--- src/rtl/ssp_pkg.sv ---
package ssp_pkg;
  localparam int DATA_W   = 16;
  localparam int LEN_W    = 4;
  localparam int MIN_BITS = 4;
  localparam int PRE_W    = 8;
  localparam int SCR_W    = 8;
  localparam int REG_AW   = 5;

  localparam logic [REG_AW-1:0] A_FRAME = 5'h00;
  localparam logic [REG_AW-1:0] A_PORT  = 5'h04;
  localparam logic [REG_AW-1:0] A_DATA  = 5'h08;
  localparam logic [REG_AW-1:0] A_STAT  = 5'h0C;
  localparam logic [REG_AW-1:0] A_PRESC = 5'h10;
  localparam logic [REG_AW-1:0] A_IRQ   = 5'h14;

  typedef struct packed {
    logic port_en;
    logic loop;
    logic ror_ie;
    logic tx_ie;
    logic rx_ie;
  } port_ctl_t;
endpackage

--- src/rtl/ssp_fifo.sv ---
module ssp_fifo #(
  parameter int W     = 16,
  parameter int DEPTH = 8,
  parameter int CW    = $clog2(DEPTH + 1)
) (
  input  logic          clk,
  input  logic          rst_n,
  input  logic          in_valid,
  output logic          in_ready,
  input  logic [W-1:0]  in_data,
  output logic          out_valid,
  input  logic          out_ready,
  output logic [W-1:0]  out_data,
  output logic [CW-1:0] count
);
  localparam int AW = $clog2(DEPTH);

  logic [W-1:0]  mem_q [DEPTH];
  logic [AW-1:0] wr_q, rd_q;
  logic [CW-1:0] cnt_q;
  logic          push, pop;

  assign in_ready  = (cnt_q != CW'(DEPTH));
  assign out_valid = (cnt_q != '0);
  assign out_data  = mem_q[rd_q];
  assign count     = cnt_q;
  assign push      = in_valid & in_ready;
  assign pop       = out_valid & out_ready;

  always_ff @(posedge clk) begin
    if (push) mem_q[wr_q] <= in_data;
  end

  always_ff @(posedge clk) begin
    if (!rst_n) begin
      wr_q  <= '0;
      rd_q  <= '0;
      cnt_q <= '0;
    end else begin
      if (push) wr_q <= (wr_q == AW'(DEPTH - 1)) ? '0 : wr_q + 1'b1;
      if (pop)  rd_q <= (rd_q == AW'(DEPTH - 1)) ? '0 : rd_q + 1'b1;
      cnt_q <= cnt_q + CW'(push) - CW'(pop);
    end
  end
endmodule

--- src/rtl/ssp_baud.sv ---
module ssp_baud #(
  parameter int PW = 7,
  parameter int SW = 8
) (
  input  logic          clk,
  input  logic          rst_n,
  input  logic          run,
  input  logic [PW-1:0] pre_half,
  input  logic [SW-1:0] scr,
  output logic          tick
);
  logic [PW-1:0] pre_q, pre_lim;
  logic [SW-1:0] scr_q;
  logic          pre_wrap;

  // first stage counts half the even prescaler, second stage counts 1+S wraps
  assign pre_lim  = (pre_half == '0) ? '0 : pre_half - 1'b1;
  assign pre_wrap = (pre_q == pre_lim);
  assign tick     = run & pre_wrap & (scr_q == scr);

  always_ff @(posedge clk) begin
    if (!rst_n || !run) begin
      pre_q <= '0;
      scr_q <= '0;
    end else if (pre_wrap) begin
      pre_q <= '0;
      scr_q <= (scr_q == scr) ? '0 : scr_q + 1'b1;
    end else begin
      pre_q <= pre_q + 1'b1;
    end
  end
endmodule

--- src/rtl/ssp_shifter.sv ---
module ssp_shifter #(
  parameter int W  = 16,
  parameter int LW = 4,
  parameter int MB = 4
) (
  input  logic          clk,
  input  logic          rst_n,
  input  logic          en,
  input  logic          cpol,
  input  logic          cpha,
  input  logic          loop,
  input  logic [LW-1:0] len_m1,
  input  logic          tick,
  input  logic          tx_valid,
  input  logic [W-1:0]  tx_data,
  output logic          tx_ready,
  output logic          rx_valid,
  output logic [W-1:0]  rx_data,
  input  logic          rx_ready,
  input  logic          miso,
  output logic          sclk,
  output logic          mosi,
  output logic          active,
  output logic          drop
);
  localparam int HW = LW + 1;

  logic [LW-1:0] lm1_eff, lm1_q, sh_amt;
  logic [HW-1:0] ph_q, last_ph;
  logic [W-1:0]  tsh_q, rsh_q;
  logic          act_q, load, frame_end, din;

  assign lm1_eff   = (len_m1 < LW'(MB - 1)) ? LW'(MB - 1) : len_m1;
  assign sh_amt    = LW'(W - 1) - lm1_eff;
  assign last_ph   = {lm1_q, 1'b1};
  assign tx_ready  = en & ~act_q;
  assign load      = tx_valid & tx_ready;
  assign frame_end = act_q & en & tick & (ph_q == last_ph);
  assign din       = loop ? tsh_q[W-1] : miso;

  always_ff @(posedge clk) begin
    if (!rst_n) begin
      act_q <= 1'b0;
      ph_q  <= '0;
      lm1_q <= '0;
      tsh_q <= '0;
      rsh_q <= '0;
    end else if (load) begin
      act_q <= 1'b1;
      ph_q  <= '0;
      lm1_q <= lm1_eff;
      tsh_q <= tx_data << sh_amt;
      rsh_q <= '0;
    end else if (act_q) begin
      if (!en) begin
        act_q <= 1'b0;
      end else if (tick) begin
        if (ph_q == last_ph) begin
          act_q <= 1'b0;
        end else begin
          ph_q <= ph_q + 1'b1;
          if (!ph_q[0]) rsh_q <= {rsh_q[W-2:0], din};
          else          tsh_q <= tsh_q << 1;
        end
      end
    end
  end

  assign rx_valid = frame_end;
  assign rx_data  = rsh_q;
  assign drop     = frame_end & ~rx_ready;
  assign active   = act_q;
  assign mosi     = tsh_q[W-1];
  assign sclk     = act_q ? (cpol ^ cpha ^ ph_q[0]) : cpol;
endmodule

--- src/rtl/sync_serial_master.sv ---
module sync_serial_master
  import ssp_pkg::*;
#(
  parameter int FIFO_DEPTH = 8
) (
  input  logic              clk,
  input  logic              rst_n,
  input  logic              bus_en,
  input  logic              bus_we,
  input  logic [REG_AW-1:0] bus_addr,
  input  logic [DATA_W-1:0] bus_wdata,
  output logic [DATA_W-1:0] bus_rdata,
  output logic              irq,
  output logic              sclk,
  output logic              mosi,
  input  logic              miso,
  output logic              busy
);
  localparam int CW = $clog2(FIFO_DEPTH + 1);
  localparam int HALF = FIFO_DEPTH / 2;

  logic [LEN_W-1:0]   lm1_q;
  logic               cpol_q, cpha_q;
  logic [SCR_W-1:0]   scr_q;
  logic [PRE_W-2:0]   pre_half_q;
  port_ctl_t          ctrl1_q;
  logic               ror_q;

  logic               wr, rd, tx_push, rx_pop;
  logic               txf_in_rdy, txf_vld, rxf_in_rdy, rxf_vld;
  logic [DATA_W-1:0]  txf_data, rxf_data, sh_rx_data;
  logic [CW-1:0]      tx_cnt, rx_cnt;
  logic               sh_tx_rdy, sh_rx_vld, sh_drop, sh_active, tick;
  logic [2:0]         raw;

  assign wr      = bus_en & bus_we;
  assign rd      = bus_en & ~bus_we;
  assign tx_push = wr & (bus_addr == A_DATA);
  assign rx_pop  = rd & (bus_addr == A_DATA);

  always_ff @(posedge clk) begin
    if (!rst_n) begin
      lm1_q      <= '0;
      cpol_q     <= 1'b0;
      cpha_q     <= 1'b0;
      scr_q      <= '0;
      pre_half_q <= '0;
      ctrl1_q    <= '0;
    end else if (wr) begin
      case (bus_addr)
        A_FRAME: begin
          lm1_q  <= bus_wdata[LEN_W-1:0];
          cpol_q <= bus_wdata[6];
          cpha_q <= bus_wdata[7];
          scr_q  <= bus_wdata[8 +: SCR_W];
        end
        A_PORT:  ctrl1_q    <= port_ctl_t'(bus_wdata[4:0]);
        A_PRESC: pre_half_q <= bus_wdata[PRE_W-1:1];
        default: ;
      endcase
    end
  end

  always_ff @(posedge clk) begin
    if (!rst_n)                       ror_q <= 1'b0;
    else if (sh_drop)                 ror_q <= 1'b1;
    else if (wr && bus_addr == A_IRQ) ror_q <= 1'b0;
  end

  ssp_fifo #(.W(DATA_W), .DEPTH(FIFO_DEPTH), .CW(CW)) u_txf (
    .clk(clk), .rst_n(rst_n),
    .in_valid(tx_push), .in_ready(txf_in_rdy), .in_data(bus_wdata),
    .out_valid(txf_vld), .out_ready(sh_tx_rdy), .out_data(txf_data),
    .count(tx_cnt)
  );

  ssp_fifo #(.W(DATA_W), .DEPTH(FIFO_DEPTH), .CW(CW)) u_rxf (
    .clk(clk), .rst_n(rst_n),
    .in_valid(sh_rx_vld), .in_ready(rxf_in_rdy), .in_data(sh_rx_data),
    .out_valid(rxf_vld), .out_ready(rx_pop), .out_data(rxf_data),
    .count(rx_cnt)
  );

  ssp_baud #(.PW(PRE_W - 1), .SW(SCR_W)) u_baud (
    .clk(clk), .rst_n(rst_n), .run(sh_active & ctrl1_q.port_en),
    .pre_half(pre_half_q), .scr(scr_q), .tick(tick)
  );

  ssp_shifter #(.W(DATA_W), .LW(LEN_W), .MB(MIN_BITS)) u_shift (
    .clk(clk), .rst_n(rst_n), .en(ctrl1_q.port_en),
    .cpol(cpol_q), .cpha(cpha_q), .loop(ctrl1_q.loop), .len_m1(lm1_q),
    .tick(tick),
    .tx_valid(txf_vld), .tx_data(txf_data), .tx_ready(sh_tx_rdy),
    .rx_valid(sh_rx_vld), .rx_data(sh_rx_data), .rx_ready(rxf_in_rdy),
    .miso(miso), .sclk(sclk), .mosi(mosi), .active(sh_active), .drop(sh_drop)
  );

  assign busy   = sh_active | txf_vld;
  assign raw[0] = (rx_cnt >= CW'(HALF));
  assign raw[1] = (tx_cnt <= CW'(HALF));
  assign raw[2] = ror_q;
  assign irq    = |(raw & {ctrl1_q.ror_ie, ctrl1_q.tx_ie, ctrl1_q.rx_ie});

  always_comb begin
    case (bus_addr)
      A_FRAME: bus_rdata = {scr_q, cpha_q, cpol_q, 2'b00, lm1_q};
      A_PORT:  bus_rdata = {11'd0, ctrl1_q};
      A_DATA:  bus_rdata = rxf_vld ? rxf_data : '0;
      A_STAT:  bus_rdata = {11'd0, busy, ~rxf_in_rdy, rxf_vld, txf_in_rdy, ~txf_vld};
      A_PRESC: bus_rdata = {8'd0, pre_half_q, 1'b0};
      A_IRQ:   bus_rdata = {13'd0, raw};
      default: bus_rdata = '0;
    endcase
  end
endmodule

--- config.mk ---
export PLATFORM = sky130hd
export DESIGN_NAME = sync_serial_master
export DESIGN_NICKNAME = d
export VERILOG_FILES = /design/src/rtl/ssp_pkg.sv /design/src/rtl/ssp_fifo.sv /design/src/rtl/ssp_baud.sv /design/src/rtl/ssp_shifter.sv /design/src/rtl/sync_serial_master.sv
export SDC_FILE = /design/constraint.sdc
export NUM_CORES = 1
export LEC_CHECK = 0
export BUFFER_PORTS_ARGS = -buffer_cell sky130_fd_sc_hd__buf_2
export CORE_MARGIN = 2
export CORE_UTILIZATION = 31
export DETAILED_ROUTE_END_ITERATION = 8
export GPL_TIMING_DRIVEN = 0
export MAX_ROUTING_LAYER = met4
export PLACE_DENSITY = 0.5
export SETUP_SLACK_MARGIN = 0.4
export SLEW_MARGIN = 20
export SYNTH_ARGS = -nofsm -noshare
export SYNTH_HDL_FRONTEND = slang
export SYNTH_SLANG_ARGS = --single-unit
--- constraint.sdc ---
create_clock -name clk -period 10.2 [get_ports clk]
set_clock_uncertainty 0.1 [all_clocks]
set_input_delay 2.04 -clock clk [delete_from_list [all_inputs] [get_ports clk]]
set_output_delay 2.04 -clock clk [all_outputs]
set_load 0.02 [all_outputs]
# ---- Word level (Yosys, flattened, before mapping)
# Memories as Yosys holds them, arrays and structs flattened. A register that Yosys moved wholly into a read port is not among the register bits.
# Index checks and enable logic that the tools add are counted.
dict set report op_classes {
  add_sub_neg 13
  magnitude_cmp 3
  n_eq_ne 15
  shifts 1
  mux 32
  bitwise 26
  n_reduce_logical 22
}
# operator n
set op_table {}
lappend op_table {{16-bit 2-to-1 mux} 7}
lappend op_table {{16-bit one-hot mux with 6 select lines} 1}
lappend op_table {{3-bit 2-to-1 mux} 8}
lappend op_table {{16-bit by 4-bit left shift with 16-bit output} 1}
lappend op_table {{1-bit AND} 15}
lappend op_table {{1-bit 2-to-1 mux} 13}
lappend op_table {{3-bit by 1-bit adder with 3-bit output, second input constant} 4}
lappend op_table {{3-bit == test, second input constant} 4}
lappend op_table {{5-bit by 4-bit == test with 1-bit output, second input constant} 2}
lappend op_table {{5-bit == test, second input constant} 2}
lappend op_table {{5-bit AND reduction} 2}
lappend op_table {{2-bit nonzero test} 5}
lappend op_table {{4-bit by 1-bit adder with 4-bit output} 2}
lappend op_table {{8-bit by 1-bit adder with 8-bit output, second input constant} 1}
lappend op_table {{8-bit == test} 1}
lappend op_table {{8-bit 2-to-1 mux} 1}
lappend op_table {{4-bit != test, second input constant} 2}
lappend op_table {{4-bit nonzero test} 2}
lappend op_table {{4-bit by 1-bit subtractor with 4-bit output} 2}
lappend op_table {{7-bit by 1-bit adder with 7-bit output, second input constant} 1}
lappend op_table {{7-bit == test} 1}
lappend op_table {{7-bit zero test} 1}
lappend op_table {{7-bit 2-to-1 mux} 1}
lappend op_table {{1-bit NOT} 7}
lappend op_table {{other kinds (21)} 26}
dict set report word_totals {
  regBits 104
  ram_bits 256
  in_bits 26
  output_inout_bits 20
  elab_cells 138
  memories 2
}
# memory depth word_bits rd rd_clocked_by_memory_dff wr line_no
set memory_table {}
lappend memory_table {u_rxf.mem_q 8 16 1 1 1 ssp_fifo.sv:18} ;# logic [W-1:0] mem_q [DEPTH];
lappend memory_table {u_txf.mem_q 8 16 1 1 1 ssp_fifo.sv:18}

# ---- Depth between registers and ports, before layout
# Gate-level depths: netlist (run 1).
dict set report depth {
  word_depth 10
  mapped_depth 14
  ltp_nobuf 13
}

# ---- By module
# From an unflattened synthesis (run 1), not the netlist that was laid out.
dict set report unflattened {
  hier_cells 1193
  area_unflattened_um2 16732.3
}
# mod n_inst cells_each area_per_inst_um2 seq_area_each_um2
set modules_own_cells {}
lappend modules_own_cells {ssp_fifo 2 262 5612.9 4103.9}
lappend modules_own_cells {ssp_shifter 1 346 2745.1 840.8}
lappend modules_own_cells {sync_serial_master 1 187 1632.8 540.5}
lappend modules_own_cells {ssp_baud 1 136 1128.6 300.3}

# ---- Worst setup path before layout (run 1)
# Ideal clock, no wire load.
dict set report synth_timing {
  path_type {input to output}
  start {input port bus_addr[1]}
  end {output port bus_rdata[7]}
  arrival_ns 3.424
  t_required_ns 8.060
  path_slack_ns 4.636
  path_stages 6
  path_buffers 2
  cell_sequence {or3_1 clkbuf_1 nor3_1 clkbuf_1 a22oi_1 o21ai_0}
}
dict set report synth_between {
  elab_chain_len 2
}
# item line_no
set synth_rtl {}
lappend synth_rtl {{start, declared} sync_serial_master.sv:10} ;# input logic [REG_AW-1:0] bus_addr,
lappend synth_rtl {{5-bit == test, or another cell as far along} sync_serial_master.sv:105} ;# case (bus_addr)
lappend synth_rtl {{16-bit one-hot mux with 6 select lines (*)} sync_serial_master.sv:105}
lappend synth_rtl {{end, declared} sync_serial_master.sv:12} ;# output logic [DATA_W-1:0] bus_rdata,
# Every way passes the cells marked *; elsewhere a longest branch is shown, timed or not.

# ---- Final worst setup path (run 1)
# Ends and elaborated chain as after synthesis.

==> results of run 1 <==
## area by class of cell
cell class,count,area (um2),area share
clock buffer,52,1140,0.06173
inverter,31,116.4,0.006302
tap,672,840.8,0.04554
clock inverter,22,249.0,0.01349
multi-input combinational,661,5658,0.3064
buffer,62,261.5,0.01416
timing repair buffer,53,309.0,0.01674
sequential,366,9889,0.5356
## synthesized netlist by cell type, types with 3 or more instances
master / number / area, um2
o31a_1: 7 / 61.31
o21a_1: 6 / 45.04
o211a_1: 3 / 30.03
nor2b_1: 8 / 50.05
inv_1: 29 / 108.9
dfxtp_1: 110 / 2202
a21oi_1: 47 / 235.2
nand2_1: 82 / 307.8
mux2_2: 27 / 304.0
buf_1: 7 / 26.28
and3_1: 4 / 25.02
nor3b_1: 3 / 22.52
mux4_2: 65 / 1464
or3_1: 4 / 25.02
ha_1: 25 / 312.8
o21ai_0: 29 / 145.1
nand4_1: 5 / 31.28
and2_1: 4 / 25.02
nor3_1: 18 / 90.09
nand3b_1: 3 / 22.52
xor2_1: 19 / 166.4
a22oi_1: 6 / 45.04
edfxtp_1: 256 / 7687
mux2i_1: 78 / 780.8
nand2b_1: 11 / 68.82
nor4_1: 11 / 68.82
a211oi_1: 5 / 37.54
a211o_1: 3 / 26.28
o221ai_1: 4 / 35.03
xnor2_1: 16 / 140.1
clkbuf_1: 43 / 161.4
o31ai_1: 4 / 30.03
buf_2: 8 / 40.04
nand3_1: 16 / 80.08
nor2_1: 107 / 401.6
## per-stage QoR
| stage | std cells | power [W] | hold WS, ps | setup WS [ps] | cell area [um2] |
|---|---|---|---|---|---|
| final | 1919 | 0.003140 | 367.4 | 3892 | 18460 |
| after global placement | 1835 | 0.001652 | 353.5 | 3557 | 16870 |
| after floorplan | 1120 | 0.001629 | 335.0 | 4636 | 15820 |
| after detailed placement | 1845 | 0.001653 | 357.8 | 3877 | 17070 |
| after global routing | 1919 | 0.003233 | 388.5 | 3743 | 18460 |
| after CTS | 1919 | 0.003177 | 366.3 | 3867 | 18460 |
## tightest hold or removal path: stages (launching register included)
cell     delay [ps]
dfxtp_1         310
nand2_1          50
mux2i_1          60
## registers in the layout, summed over array words and instances, names as in the netlist, named ones only
name and cells:
u_rxf.count 4, u_rxf.mem_q 128, pre_half_q 7, u_shift.rx_data 16, ctrl1_q 5, lm1_q 4
u_txf.count 4, u_txf.wr_q 3, scr_q 8, u_shift.lm1_q 4, u_shift.tsh_q 16, u_txf.rd_q 3
ror_q 1, u_rxf.wr_q 3, u_shift.ph_q 5, cpol_q 1, u_rxf.rd_q 3, cpha_q 1
u_txf.mem_q 128, u_baud.pre_q 7, u_shift.active 1, u_baud.scr_q 8
## routing by layer
layer  GRT usage  vias up
met1      0.1982     4753
met4     0.04476        0
met2      0.2543      184
met5           -        -
li1            -     4433
met3     0.02046       66
## power by group through the flow
stage	Sequential, W	Clock, W	Combinational, W
finish	0.00158	0.00152	0.0000416
global route	0.00158	0.00161	0.0000457
CTS	0.00158	0.00156	0.0000423
detailed placement	0.00161	0	0.0000423
global placement	0.00161	0	0.0000413
floorplan	0.00161	0	0.0000178
## worst min-delay path by stage
stage | endpoint | slack (ps) | cells after the start
floorplan | u_shift.tsh_q[14] | 340 | 2
global placement | u_shift.tsh_q[14] | 350 | 2
detailed placement | u_shift.tsh_q[14] | 360 | 2
CTS | u_shift.tsh_q[14] | 370 | 2
global route | u_shift.tsh_q[14] | 390 | 2
finish | u_shift.tsh_q[14] | 370 | 2
## cells by family after synthesis
kind of cell,count (synthesis)
AOI/OAI and AO/OA,139
xor gates and xnor gates,36
adders and majority gates,27
buffers and inverters,93
DFF,366
muxes,170
and+or+nand+nor,289
==> flow_summary_export.csv, run 1 <==
group,metric,value,unit
sta,slew_headroom,0.2921,
grt,grt_max_degree,17,
die,initial_core_util,0.3146,
setup_path,critPathLaunch,"bus_addr[1]",
synthesis,syn_inst,1120,
clock_tree,htreeDepth,2,
die,core_area,50270,um2
grt,grt_usage,0.1540,
clock_tree,cts_setup_buffers,0,
synthesis,syn_area_per_cell,14.12,um2
sta,max_freq,158.5,MHz
synthesis,synth_top_family_by_area,"multiplexers",
power_and_ir_drop,power_frac_comb,0.013,
routing,vias_per_cell,4.917,
setup_path,slowest_delay,470,ps
sta,min_period,6308,ps
routing,ant_nets,0,
setup_path,cp_slowest_cell,"clkbuf_1",
grt,grt_pass1_vias,9478,
die,ioPinCount,46,
routing,finalWirelength,39610,um
layout,antenna_cells,0,
synthesis,syn_nets,1173,
synthesis,synth_compound_area_frac,0.06004,
routing,met3_length,1349,um
routing,wl_per_cell,20.64,um
routing,dr_total_vias,9436,
layout,final_layout_size_suffix_gt1_frac,0.2077,
setup_path,critPathMaxFanout,10,
setup_path,endpoint_kind,"output port",
routing,met1_length,18030,um
setup_path,worst_r2r_path_depth,9,
layout,final_common_cell,"edfxtp_1",
routing,drt_iter0_drc,639,
routing,drc_errors,0,
status,status,"finished clean",
synthesis,synth_mux_area_frac,0.1611,
layout,fillers,4821,
routing,wl_met2,19280,um
synthesis,synthXorXnorAreaFrac,0.02081,
synthesis,ys_warn_count,0,
hold_path,min-delay-start,"u_shift.tsh_q[14]",
grt,grt_pass1_wl,59920,um
setup_path,endpoint,"bus_rdata[7]",
layout,syn_to_final_growth,16.74,%
synthesis,synthAdderAreaFrac,0.02231,
setup_path,crit_path_start_kind,"input pin",
sta,grt_setup_unrepaired,"no",
power_and_ir_drop,p_per_area,170.1,nW/um2
setup_path,timing.rr.end,"u_rxf.mem_q[1][0]",
synthesis,syn_area,15820,um2
die,fp.dieH,229.9,um
clock_tree,cts_tree,"built",
setup_path,cp.arrival,4170,ps
die,dieArea,52840,um2
layout,final_nets,1268,
clock_tree,clkLatencyLatePin,550,ps
clock_tree,cts.sink_count,366,
setup_path,r2r-start,"pre_half_q[0]",
layout,utilization,0.3673,
placement,hpwl,26970,um
routing,drtPass1Iterations,5,
synthesis,synth_simple_gate_area_frac,0.08670,
power_and_ir_drop,pwr-share-clk,0.484,
sta,tns,0,ps
die,dieWidth,229.9,um
power_and_ir_drop,p_seq_frac,0.503,
placement,port_buffers,43,
die,rows,82,
synthesis,yosysUniqueCellTypes,69,
sta,slew_violations,0,
power_and_ir_drop,p_leak,5.880,nW
setup_path,cp_cell_sequence,"buf_2, or3_1, clkbuf_1, nor3_1, clkbuf_1, a22oi_1, o21ai_0, buf_2",
power_and_ir_drop,p_int,0.002508,W
sta,finalSetupViolCount,0,
job,drv_cap,0,
synthesis,synth_edf_count,256,
clock_tree,cts_buffer_depth,3,
grt,antenna_found_initial,0,
power_and_ir_drop,p_sw,0.0006326,W
power_and_ir_drop,switching_share,0.2015,
setup_path,cpLargestDelayFamily,"buffers and inverters",
clock_tree,cts.clk_slew.worst_paths,60,ps
setup_path,cp.buffers_inverters,4,
routing,top_layer,"met4",
layout,final_cell_mix,"edfxtp_1, dfxtp_1, nor2_1",
sta,worst_pin_slew,1062,ps
power_and_ir_drop,peakVddDrop,0.1084,mV
sta,hold_viol_final,0,
placement,place_congestion,0.8799,
hold_path,hold_class,"reg -> reg",
synthesis,seq_area_frac_synth,0.6253,
clock_tree,postCtsResizedCells,0,
synthesis,ys.flop_type,"edfxtp_1",
clock_tree,numCtsBuffers,40,
grt,grt.overflow.total,0,
sta,min_period_over_period,0.6184,
clock_tree,cts_hold_buffers,0,
synthesis,ys_ff_latch,366,
clock_tree,cts-root-buf,"clkbuf_16",
setup_path,crit_cells,8,
setup_path,criticalPathCategory,"in -> out",
setup_path,r2r_slack,6070,ps
setup_path,worstPathRequired,8060,ps
synthesis,synthArstFlopShare,0,
Note: power is estimated with default switching activity, not from simulation.
==> inputs of run 2 (changes only) <==
- PLACE_DENSITY: 0.5 -> 0.52
- clock period: 10.2 -> 5.4 ns (I/O delays scaled with it)
==> run 2 against run 1 <==
Against the previous run:
- clock power grew 72%
- first-iteration DRC count grew 10%
- hold slack gained 4.3 ps
- critical path type is now reg -> out
- worst setup slack lost 2900 ps
- utilization shrank 0.25 points
- die area is the same
- flip-flop and latch count is the same
- final cell count is essentially flat
- clock-buffer cell count grew 1
==> flow_summary_export.csv, run 2 (synthesized netlist as in run 1, its figures left out) <==
group,metric,value,unit
hold_path,hold_class,"reg -> reg",
power_and_ir_drop,p_per_area,309.6,nW/um2
clock_tree,cts.clk_slew.worst_paths,60,ps
layout,antenna_cells,0,
sta,hold_ws,371.7,ps
hold_path,hold_end,"u_shift.lm1_q[3]",
die,dieWidth,229.9,um
sta,hold_viol_final,0,
layout,fillers,4836,
clock_tree,cts_setup_buffers,0,
die,rows,82,
setup_path,endpoint_kind,"output port",
setup_path,worst_r2r_path_depth,10,
grt,grt_pass1_wl,58950,um
setup_path,cp_cell_sequence,"clkbuf_1, buf_1, mux4_2, mux2i_1, o21ai_0, buf_2",
sta,slew_headroom,0.2800,
placement,place_congestion,0.8993,
job,drv_cap,0,
routing,met1_length,17800,um
setup_path,timing.rr.end,"u_rxf.mem_q[0][10]",
power_and_ir_drop,p_leak,5.798,nW
clock_tree,cts_tree,"built",
routing,drt_iter0_drc,704,
clock_tree,cts_buffer_depth,3,
placement,dp.cells,1848,
layout,syn_to_final_growth,15.93,%
power_and_ir_drop,p_sw,0.001150,W
routing,wl_per_cell,20.04,um
status,status,"finished clean",
setup_path,worstPathRequired,4220,ps
grt,grt_usage,0.1507,
grt,grt.overflow.total,0,
power_and_ir_drop,p_seq_frac,0.525,
routing,drtPass1Iterations,5,
die,fp.dieH,229.9,um
routing,met3_length,1652,um
die,initial_core_util,0.3146,
setup_path,cp.arrival,3230,ps
routing,drc_errors,0,
power_and_ir_drop,p_int,0.004527,W
routing,ant_nets,0,
setup_path,cp.buffers_inverters,3,
grt,grt_max_degree,17,
die,ioPinCount,46,
setup_path,r2r-start,"pre_half_q[0]",
clock_tree,cts_hold_buffers,0,
clock_tree,numCtsBuffers,39,
setup_path,criticalPathCategory,"reg -> out",
sta,slew_violations,0,
sta,min_period,4414,ps
hold_path,min-delay-start,"u_shift.lm1_q[3]",
routing,finalWirelength,38470,um
layout,final_cell_mix,"edfxtp_1, dfxtp_1, nor2_1",
setup_path,slowest_delay,800,ps
die,core_area,50270,um2
clock_tree,postCtsResizedCells,0,
power_and_ir_drop,switching_share,0.2026,
placement,hpwl,26440,um
grt,antenna_found_initial,0,
sta,worst_pin_slew,1078,ps
routing,wl_met2,18230,um
routing,top_layer,"met4",
routing,vias_per_cell,4.932,
clock_tree,cts-root-buf,"clkbuf_16",
clock_tree,cts.sink_count,366,
power_and_ir_drop,pwr-share-clk,0.461,
layout,final_nets,1270,
setup_path,cp_slowest_cell,"buf_1",
die,dieArea,52840,um2
sta,min_period_over_period,0.8175,
sta,max_freq,226.5,MHz
clock_tree,clkLatencyLatePin,540,ps
placement,port_buffers,43,
sta,grt_setup_unrepaired,"no",
power_and_ir_drop,peakVddDrop,0.1981,mV
sta,fin_ws,985.6,ps
layout,reg_top3,"u_rxf.mem_q: 128 flops, u_txf.mem_q: 128 flops",
setup_path,r2r_slack,1370,ps
grt,grt_pass1_vias,9541,
setup_path,crit_path_start_kind,"flop",
routing,dr_total_vias,9469,
power_and_ir_drop,power_frac_comb,0.014,
sta,finalSetupViolCount,0,
clock_tree,htreeDepth,2,
setup_path,cpLargestDelayFamily,"buffers and inverters",
placement,dp_slack,985.8,ps
setup_path,critPathMaxFanout,10,
layout,final_layout_size_suffix_gt1_frac,0.2051,
layout,final_cells,1920,
hold_path,holdPathStages,2,
layout,final_common_cell,"edfxtp_1",
run 2: cell types whose count changed in the layout (fill, tap and decap cells not counted), moves of 3 or more:
cell | before | now
clkbuf_1 | 49 | 54
clkinv_2 | 6 | 9
clkinvlp_4 | 4 | 1
nor2_2 | 2 | 5
clkbuf_16 | 43 | 39
buf_6 | 6 | 10
nor2_4 | 10 | 7
run 2: stage by stage:
stage / TNS [ps] / total power, W / util / cell area, um2
after global routing: 0 / 0.005856 / 0.3647 / 18340
after global placement: -6370 / 0.003120 / 0.3356 / 16870
final: 0 / 0.005677 / 0.3647 / 18340
after floorplan: 0 / 0.003076 / - / 15820
after detailed placement: 0 / 0.003122 / 0.3400 / 17100
after CTS: 0 / 0.005738 / 0.3647 / 18340
run 2: worst max-delay path by stage:
stage,cells past startpoint,end,start,slack [ps]
after global routing,6,bus_rdata[6],flop,730
after CTS,6,bus_rdata[6],flop,790
after detailed placement,8,bus_rdata[7],bus_addr[1],990
after floorplan,8,u_rxf.mem_q[1][0],pre_half_q[0],1520
after global placement,9,u_rxf.mem_q[1][4],pre_half_q[0],-210
final,6,bus_rdata[6],flop,990
run 2: area by class of cell:
class	instances	area, um2	area share
Inverter	31	116.4	0.006346
Sequential cell	366	9889	0.5393
Clock inverter	19	181.4	0.009894
Buffer	62	260.3	0.01419
Tap cell	672	840.8	0.04585
Clock buffer	53	1059	0.05773
Multi-Input combinational cell	661	5643	0.3077
Timing Repair Buffer	56	346.6	0.01890
run 2: metal layers:
metal,up-vias,track usage
li1,4431,-
met1,4767,0.2027
met2,212,0.2392
met3,59,0.02331
met4,0,0.03750
met5,-,-
run 2: power groups by stage:
stage          clock, W  combinational, W  sequential (W)
2_1_floorplan         0         0.0000336         0.00304
3_3_place_gp          0         0.0000773         0.00304
3_5_place_dp          0         0.0000793         0.00304
4_1_cts         0.00268         0.0000795         0.00298
5_1_grt         0.00279         0.0000864         0.00298
6_report        0.00262         0.0000795         0.00298
run 2: worst reg2reg max path: cells and delay by family (launching register included):
family / cells / cell delay, ps
AO/OA/AOI/OAI: 1 / 380
XOR/XNOR: 1 / 190
adder cells (fa/ha/maj): 1 / 250
buffers and inverters: 2 / 350
flip-flops: 1 / 380
multiplexers: 1 / 290
AND/OR/NAND/NOR: 4 / 1810
